[src/rtl/stchg_pkg.sv]
// Shared constants for the status-change interrupt unit: the register map and
// the positions of the mode bits inside the control register.
package stchg_pkg;
    localparam int CTL_ADDR    = 0;
    localparam int FLG_ADDR    = 1;
    localparam int BIT_PWRDN   = 0;
    localparam int BIT_CSC_LVL = 1;
    localparam int BIT_W1C     = 2;
    localparam int BIT_FUNC_LVL= 3;
    localparam int RSVD_LSB    = 5;  // bits at and above this read zero

    typedef struct packed {
        logic func_lvl;
        logic w1c;
        logic csc_lvl;
        logic pwrdn;
    } mode_t;
endpackage

[src/rtl/stchg_ctl_reg.sv]
// Control register. It stores the writable low bits on a write hit; the bits
// at and above RSVD_LSB are held at zero. Assumes DW > RSVD_LSB.
module stchg_ctl_reg #(
    parameter int DW = 8
) (
    input  logic          clk,
    input  logic          rst_n,
    input  logic          wr_hit,
    input  logic [DW-1:0] wdata,
    output logic [DW-1:0] ctl_q
);
    import stchg_pkg::*;
    localparam logic [DW-1:0] WMASK = DW'((1 << RSVD_LSB) - 1);

    // Register update: reset to zero, masked store on a write hit.
    always_ff @(posedge clk) begin
        if (!rst_n)      ctl_q <= '0;
        else if (wr_hit) ctl_q <= wdata & WMASK;
    end

    assert_rsvd_zero_R2: assert property (@(posedge clk) disable iff (!rst_n)
        ctl_q[DW-1:RSVD_LSB] == '0);
    assert_ctl_reset_R1: assert property (@(posedge clk) !rst_n |=> ctl_q == '0);
endmodule

[src/rtl/stchg_flag_bank.sv]
// Sticky status-change flags. Each flag is set by its event line, and is cleared
// either by a read hit (clear-on-read) or by a 1 in the write data
// (write-one-to-clear). A set in the same cycle always wins over a clear.
module stchg_flag_bank #(
    parameter int NF = 4
) (
    input  logic          clk,
    input  logic          rst_n,
    input  logic [NF-1:0] evt,
    input  logic          rd_hit,
    input  logic          wr_hit,
    input  logic [NF-1:0] wmask,
    input  logic          w1c,
    output logic [NF-1:0] flags_q,
    output logic          any_rise
);
    logic [NF-1:0] nxt;

    for (genvar i = 0; i < NF; i++) begin : g_flag
        logic clr;
        // Per-flag clear decision for the selected clearing mode.
        always_comb clr = w1c ? (wr_hit & wmask[i]) : rd_hit;
        // Per-flag next value: keep unless cleared, set by event.
        always_comb nxt[i] = (flags_q[i] & ~clr) | evt[i];
        // Per-flag storage.
        always_ff @(posedge clk) begin
            if (!rst_n) flags_q[i] <= 1'b0;
            else        flags_q[i] <= nxt[i];
        end
    end

    // Detects any flag about to go from clear to set.
    always_comb any_rise = |(nxt & ~flags_q);

    assert_sticky_set_R3: assert property (@(posedge clk) disable iff (!rst_n)
        (|evt) |=> ((flags_q & $past(evt)) == $past(evt)));
    assert_read_keeps_R5: assert property (@(posedge clk) disable iff (!rst_n)
        (w1c && rd_hit && !wr_hit) |=> ((flags_q & $past(flags_q)) == $past(flags_q)));
endmodule

[src/rtl/stchg_irq_gen.sv]
// Interrupt signalling. It turns the flag state and the functional request into
// pulse-or-level host interrupts. Both outputs are registered-state driven.
module stchg_irq_gen (
    input  logic clk,
    input  logic rst_n,
    input  logic csc_lvl,
    input  logic func_lvl,
    input  logic flags_any,
    input  logic flag_rise,
    input  logic func_req,
    output logic csc_irq,
    output logic func_irq
);
    logic csc_pulse_q, func_q, func_pulse_q;

    // Pulse and sample registers for both interrupt sources.
    always_ff @(posedge clk) begin
        if (!rst_n) begin
            csc_pulse_q  <= 1'b0;
            func_q       <= 1'b0;
            func_pulse_q <= 1'b0;
        end else begin
            csc_pulse_q  <= flag_rise;
            func_q       <= func_req;
            func_pulse_q <= func_req & ~func_q;
        end
    end

    // Output selection: level or pulse form for each source.
    always_comb begin
        csc_irq  = csc_lvl  ? flags_any : csc_pulse_q;
        func_irq = func_lvl ? func_q    : func_pulse_q;
    end

    assert_func_one_pulse_R8: assert property (@(posedge clk) disable iff (!rst_n)
        (!func_lvl && func_irq) |=> (func_lvl || !func_irq));
endmodule

[src/rtl/stchg_drv_gate.sv]
// Card driver enable. In power-down the drivers are enabled only while an active
// card cycle is flagged; otherwise they are always enabled.
module stchg_drv_gate (
    input  logic pwrdn,
    input  logic card_cycle,
    output logic card_oe
);
    // Enable policy.
    always_comb card_oe = pwrdn ? card_cycle : 1'b1;
endmodule

[src/rtl/stchg_irq_unit.sv]
// Top level: register decode and read mux, plus the four sub-blocks.
// Assumes NF <= DW and an address width able to hold both register addresses.
module stchg_irq_unit #(
    parameter int AW = 2,
    parameter int DW = 8,
    parameter int NF = 4
) (
    input  logic          clk,
    input  logic          rst_n,
    input  logic [AW-1:0] bus_addr,
    input  logic          bus_wr,
    input  logic          bus_rd,
    input  logic [DW-1:0] bus_wdata,
    output logic [DW-1:0] bus_rdata,
    input  logic [NF-1:0] evt_csc,
    input  logic          func_req,
    input  logic          card_cycle,
    output logic          card_oe,
    output logic          csc_irq,
    output logic          func_irq
);
    import stchg_pkg::*;

    logic          sel_ctl, sel_flg;
    logic [DW-1:0] ctl_q;
    logic [NF-1:0] flags_q;
    logic          any_rise;
    mode_t         mode;

    // Address decode.
    always_comb begin
        sel_ctl = (bus_addr == AW'(CTL_ADDR));
        sel_flg = (bus_addr == AW'(FLG_ADDR));
    end

    // Mode field extraction from the control register.
    always_comb begin
        mode.pwrdn    = ctl_q[BIT_PWRDN];
        mode.csc_lvl  = ctl_q[BIT_CSC_LVL];
        mode.w1c      = ctl_q[BIT_W1C];
        mode.func_lvl = ctl_q[BIT_FUNC_LVL];
    end

    // Read data multiplexer.
    always_comb begin
        bus_rdata = '0;
        if (bus_rd && sel_ctl)      bus_rdata = ctl_q;
        else if (bus_rd && sel_flg) bus_rdata = {{(DW-NF){1'b0}}, flags_q};
    end

    stchg_ctl_reg #(.DW(DW)) u_ctl (
        .clk(clk), .rst_n(rst_n), .wr_hit(bus_wr && sel_ctl),
        .wdata(bus_wdata), .ctl_q(ctl_q)
    );

    stchg_flag_bank #(.NF(NF)) u_flags (
        .clk(clk), .rst_n(rst_n), .evt(evt_csc),
        .rd_hit(bus_rd && sel_flg), .wr_hit(bus_wr && sel_flg),
        .wmask(bus_wdata[NF-1:0]), .w1c(mode.w1c),
        .flags_q(flags_q), .any_rise(any_rise)
    );

    stchg_irq_gen u_irq (
        .clk(clk), .rst_n(rst_n), .csc_lvl(mode.csc_lvl), .func_lvl(mode.func_lvl),
        .flags_any(|flags_q), .flag_rise(any_rise), .func_req(func_req),
        .csc_irq(csc_irq), .func_irq(func_irq)
    );

    stchg_drv_gate u_drv (
        .pwrdn(mode.pwrdn), .card_cycle(card_cycle), .card_oe(card_oe)
    );

    assert_level_irq_R7: assert property (@(posedge clk) disable iff (!rst_n)
        (mode.csc_lvl && (|flags_q)) |-> csc_irq);
    assert_pwrdn_oe_R9: assert property (@(posedge clk) disable iff (!rst_n)
        (mode.pwrdn && !card_cycle) |-> !card_oe);
endmodule

[config.mk]
export PLATFORM = sky130hd
export DESIGN_NAME = stchg_irq_unit
export DESIGN_NICKNAME = d
export VERILOG_FILES = /design/src/rtl/stchg_pkg.sv /design/src/rtl/stchg_ctl_reg.sv /design/src/rtl/stchg_flag_bank.sv /design/src/rtl/stchg_irq_gen.sv /design/src/rtl/stchg_drv_gate.sv /design/src/rtl/stchg_irq_unit.sv
export SDC_FILE = /design/constraint.sdc
export NUM_CORES = 1
export LEC_CHECK = 0
export BUFFER_PORTS_ARGS = -buffer_cell sky130_fd_sc_hd__buf_2
export CORE_UTILIZATION = 30
export CTS_BUF_LIST = sky130_fd_sc_hd__clkbuf_4
export DETAILED_ROUTE_END_ITERATION = 8
export PLACE_DENSITY = 0.57
export SYNTH_ARGS = -nofsm -noshare
export SYNTH_HDL_FRONTEND = slang
export SYNTH_SLANG_ARGS = --single-unit
export TNS_END_PERCENT = 10
[constraint.sdc]
create_clock -name clk -period 1.55 [get_ports clk]
set_input_delay 0.2325 -clock clk [delete_from_list [all_inputs] [get_ports clk]]
set_output_delay 0.2325 -clock clk [all_outputs]
set_load 0.1 [all_outputs]
# After elaboration in Yosys (flattened, before gate mapping)
# Index checks and enable logic that the tools add are counted.
# W data, S select, Z words.
[totals] ff_bits=12 input_bits=20 out_inout_bits=11 wordCells=45
[classes] n_eq_ne=1 mux=9 bitwise_logic=20 reduce_logical=7
[ops] cell="$and A1 B1 Y1" count=9
[ops] cell="$reduce_or A4 Y1" count=2
[ops] cell="$mux W1" count=7
[ops] cell="$mux W5" count=1
[ops] cell="$not A1 Y1" count=5
[ops] cell="$and A4 B4 Y4" count=1
[ops] cell="$logic_and A1 B1 Y1" count=4
[ops] cell="$mux W4" count=1
[ops] cell="$not A4 Y4" count=1
[ops] cell="$or A1 B1 Y1" count=4
[ops] cell="$eq A2 B1 Y1 const B" count=1
[ops] cell="$logic_not A2 Y1" count=1

# Logic depth before layout (Yosys ltp)
[logic_depth] depth_word=9 mapped_depth=4 mapped_depth_nobuf=3

# By module
# Synthesis repeated with hierarchy kept, for this count alone.
[unflattened] hier_cells=77 area_unflattened_um2=685.7
[modules_own_cells] module="stchg_flag_bank" n_inst=1 cells_each=27 area_each_um2=225.2 seq_area_each_um2=80.1
[modules_own_cells] module="stchg_ctl_reg" n_inst=1 cells_each=20 area_each_um2=219.0 seq_area_each_um2=100.1
[modules_own_cells] module="stchg_irq_unit" n_inst=1 cells_each=21 area_each_um2=123.9 seq_area_each_um2=0.0
[modules_own_cells] module="stchg_irq_gen" n_inst=1 cells_each=8 area_each_um2=111.4 seq_area_each_um2=60.1
[modules_own_cells] module="stchg_drv_gate" n_inst=1 cells_each=1 area_each_um2=6.3 seq_area_each_um2=0.0

# Worst setup path after synthesis
# Ideal clock, no wire load.
[synth_path] kind="input -> output" startpoint="in bus_addr[1]" endpoint="out bus_rdata[4]" arrival_time_ns=2.639 t_required_ns=1.317 path_slack_ns=-1.321 path_stages=2 n_path_buf=0 path_cell_list="nand2b_1 > nor3b_1"
[synth_between] elab_chain_len=3
[synth_rtl] item="start: declaration" line_no="stchg_irq_unit.sv:10" rtl="input logic [AW-1:0] bus_addr,"
[synth_rtl] item="$logic_not A2 Y1" line_no="stchg_irq_unit.sv:32" rtl="sel_ctl = (bus_addr == AW'(CTL_ADDR));"
[synth_rtl] item="$logic_and A1 B1 Y1" line_no="stchg_irq_unit.sv:47" rtl="if (bus_rd && sel_ctl) bus_rdata = ctl_q;"
[synth_rtl] item="$mux W5" line_no="stchg_irq_unit.sv:47"
[synth_rtl] item="end: declaration" line_no="stchg_irq_unit.sv:14" rtl="output logic [DW-1:0] bus_rdata,"
# No other way between the ends.

# Worst setup path after layout
[layout_path] startpoint="reg u_ctl.ctl_q[3]" endpoint="out func_irq"
[layout_between] elab_chain_len=1
[layout_rtl] item="start: declaration" line_no="stchg_ctl_reg.sv:10" rtl="output logic [DW-1:0] ctl_q"
[layout_rtl] item="start signal: assignment" line_no="stchg_ctl_reg.sv:18" rtl="else if (wr_hit) ctl_q <= wdata & WMASK;"
[layout_rtl] item="$mux W1" line_no="stchg_irq_gen.sv:32" rtl="func_irq = func_lvl ? func_q : func_pulse_q;"
[layout_rtl] item="end: declaration" line_no="stchg_irq_unit.sv:20" rtl="output logic func_irq"
# No other way between the ends.

==> summary.txt <==
Run status
  • Outcome: complete, no violations

Clocking
  • Setup bufs post-CTS: 0
  • CTS Root Cell: clkbuf_4
  • CTS clk-pin slew, worst paths: ~70 ps
  • CTS HTree Levels: 1
  • Worst skew pair latency: between 200 and 300 ps
  • Clock Tree Buf Depth: 2
  • Post-CTS sizing: 2
  • Hold buffers post-CTS: 0
  • Total clock sinks: 12
  • CTS tree: done
  • Num CTS Buffers: 3

Global route
  • Number of global-route vias before repair: slightly above 500
  • Total global-route track usage: between 10% and 20%
  • Initial antenna violation count: 0
  • First-pass GRT wire length: ~2.2 mm
  • GRT Residual Overflow: 0
  • Pin count of the biggest net entering global routing: 18

Finish
  • Cell Count, Final, Fillers Out: about 130
  • Nets: 120
  • Area Growth Syn to Fin: 40.8%
  • Layout cells sized above 1: about two fifths
  • Diode count: 0

Pwr
  • Seq pwr share: between 40 and 50%
  • Combinational fraction of design power: between 20% and 30%
  • Switch Pwr: between 200 and 300 uW
  • Pleak: ~0.00038 uW
  • Pwr dens: slightly below 900 nW/um^2
  • Internal power: around 500 uW
  • Sw Ratio: 36.1%
  • Max IR drop VDD: about 600 uV
  • Clock power share: roughly 26%

Setup path
  • R2R depth: 4
  • Setup crit end kind: output pin
  • Reg-to-reg endpoint: u_flags.flags_q[3]
  • Arrival time at the worst endpoint: about 1300 ps
  • Worst reg2reg path startpoint: u_ctl.ctl_q[2]
  • Critical Path Max Stage Delay: approximately 360 ps
  • Worst EP required: between 1000 and 1500 ps
  • CP Cell Sequence: mux2_2 > buf_2
  • R2R Setup Slk: 560 ps
  • Startpoint Class: flip-flop
  • Top delay family on crit path: flip-flops
  • Critical-path top delay cell: dfxtp_1
  • Type of the worst setup path: flip-flop to output pin
  • Crit. Startpoint: u_ctl.ctl_q[3]
  • Critical path peak fanout: 3
  • CP Buf/Inv Count: 1

STA
  • Fin worst setup slack: ~57 ps
  • Final setup violation count: 0
  • Final Hold Fails: 0
  • Max Clock Freq: about 670 MHz
  • Setup_tns: 0 ps
  • Min Tclk post-route: 1490 ps
  • Clock skew: 2.96 ps
  • Max-slew violation total from the final report: 0
  • Hold slack: approximately 170 ps
  • Tcrit/Tclk final: a little over nine tenths

Die
  • Die Height: ~48 microns
  • Core Region: ~2000 sq um
  • Row count: 16
  • Die W: approximately 48 microns
  • Initial Utilization: 32.2%
  • Die ar.: between 2000 and 2500 sq um
  • Io pins: 31

Min path
  • Hold Path Depth: 2
  • Hold Crit Start: func_req
  • Hold crit path type: input port to flip-flop
  • Endpoint, Worst Hold: u_irq.func_q

Synth
  • Synth warn: 0
  • Post-Synthesis Cells: 74
  • Synth cell types: 25
  • Post-synthesis sequential area ratio: 37.6%
  • Synthesized area: between 600 and 700 sq um
  • #FFs+latches synth: 12
  • Syn_area_per_cell: about 8.6 sq um

Placed design
  • Routability cong.: 0.715
  • Placed cells: 122
  • DP Wirelength: between 1 and 1.5 mm
  • Port Buffers: 24
  • Post-Place Setup Slack: between 150 and 200 ps

Run
  • Maxcap violations: 0

Route
  • # DRC: 0
  • Initial DRC count: 12
  • Vias/cell: 4.87
  • Per-cell routed wire length: between 10 and 15 microns
  • Total number of vias: between 600 and 700
  • Antenna Nets Post-Route: 0
  • TritonRoute pass-1 iters: 4
  • Routed wire length: 1.40 mm
power groups by stage:
stage	registers (uW)	logic, uW	clock network, uW
after detailed placement	355	222	0
after floorplan	351	173	0
final	356	228	200
after global placement	355	220	0
after CTS	349	225	207
after global routing	359	244	224
routing by layer:
layer,routed length (microns),global-route usage [%],up-vias
met1,633,18.1,283
met4,21,8.33,0
met5,0,0,-
met2,670,20.8,21
met3,72,6.67,2
li1,-,-,307
metrics by stage:
| stage | total power (uW) | instance area [sq um] | utilization, % |
|---|---|---|---|
| 6_report | 784 | 898 | 45.3 |
| 4_1_cts | 781 | 882 | 44.5 |
| 2_1_floorplan | 524 | 654 | - |
| 3_5_place_dp | 577 | 847 | 42.7 |
| 3_3_place_gp | 575 | 847 | 42.7 |
| 5_1_grt | 827 | 898 | 45.3 |
registers in the layout, indices dropped and copies added, names as in the netlist:
| name | cells |
|---|---|
| u_ctl.ctl_q | 5 |
| u_flags.flags_q | 4 |
| u_irq.csc_pulse_q | 1 |
| u_irq.func_pulse_q | 1 |
| u_irq.func_q | 1 |
Yosys cell counts (all sizes together):
| cell type | count | share of area (%) |
|---|---|---|
| a21boi | 1 | 1.8 |
| a21o | 4 | 4.7 |
| a21oi | 1 | 0.78 |
| a32o | 4 | 6.3 |
| and2 | 1 | 0.98 |
| buf | 6 | 6.9 |
| conb | 1 | 0.59 |
| dfxtp | 12 | 38 |
| inv | 5 | 2.9 |
| mux2 | 1 | 1.8 |
| mux2i | 4 | 6.3 |
| nand2 | 5 | 2.9 |
| nand2b | 3 | 3.3 |
| nand3 | 9 | 7.1 |
| nor2 | 5 | 2.9 |
| nor2b | 1 | 0.98 |
| nor3b | 2 | 4.1 |
| nor4 | 1 | 0.98 |
| o21a | 1 | 1.2 |
| o21ai | 5 | 3.9 |
| o22ai | 2 | 2.0 |
worst reg2reg max path, stage by stage (launching register included):
cell and delay [ps]:
dfxtp_1 330, buf_4 140, inv_1 50, a21boi_2 210, a32o_1 190
cell usage in the layout (no fill, tap or decap), drive strengths merged:
cell type  synthesis  layout
mux2               1       1
buf                6      25
and2               1       1
o21a               1       1
o21ai              5       5
o22ai              2       2
nor2b              1       1
dfxtp             12      12
conb               1       3
clkinv             0       1
clkbuf             0       3
a21o               4       4
a32o               4       4
nand3              9       9
nand2b             3       3
nand2              5       5
nor4               1       1
nor2               5       5
a21boi             1       1
mux2i              4       4
inv                5       5
nor3b              2       2
a21oi              1       1
how the worst max path moves through the flow:
stage | endpoint | slack, ps | depth (start not counted)
2_1_floorplan | bus_rdata[2] | -410 | 2
3_3_place_gp | csc_irq | 190 | 3
3_5_place_dp | csc_irq | 200 | 3
4_1_cts | csc_irq | 9 | 3
5_1_grt | csc_irq | -10 | 3
6_report | func_irq | 60 | 2
cells by family (layout without fill, tap and decap cells):
kind of cell	after synthesis	after routing	synth area share (%)
buffers and inverters	11	34	9.80
other	1	3	0.588
AOI/OAI and AO/OA	18	18	20.6
and+or+nand+nor	27	27	23.3
muxes	5	5	8.04
DFF	12	12	37.6
area by class of cell:
cell class / instances / area (sq um)
sequential: 12 / 244
fill: 204 / 1080
multi-input combinational: 53 / 367
timing repair buffer: 25 / 209
clock buffer: 3 / 22.5
inverter: 5 / 18.8
tap: 27 / 33.8
clock inverter: 1 / 3.75
(Power assumes the default switching activity.)
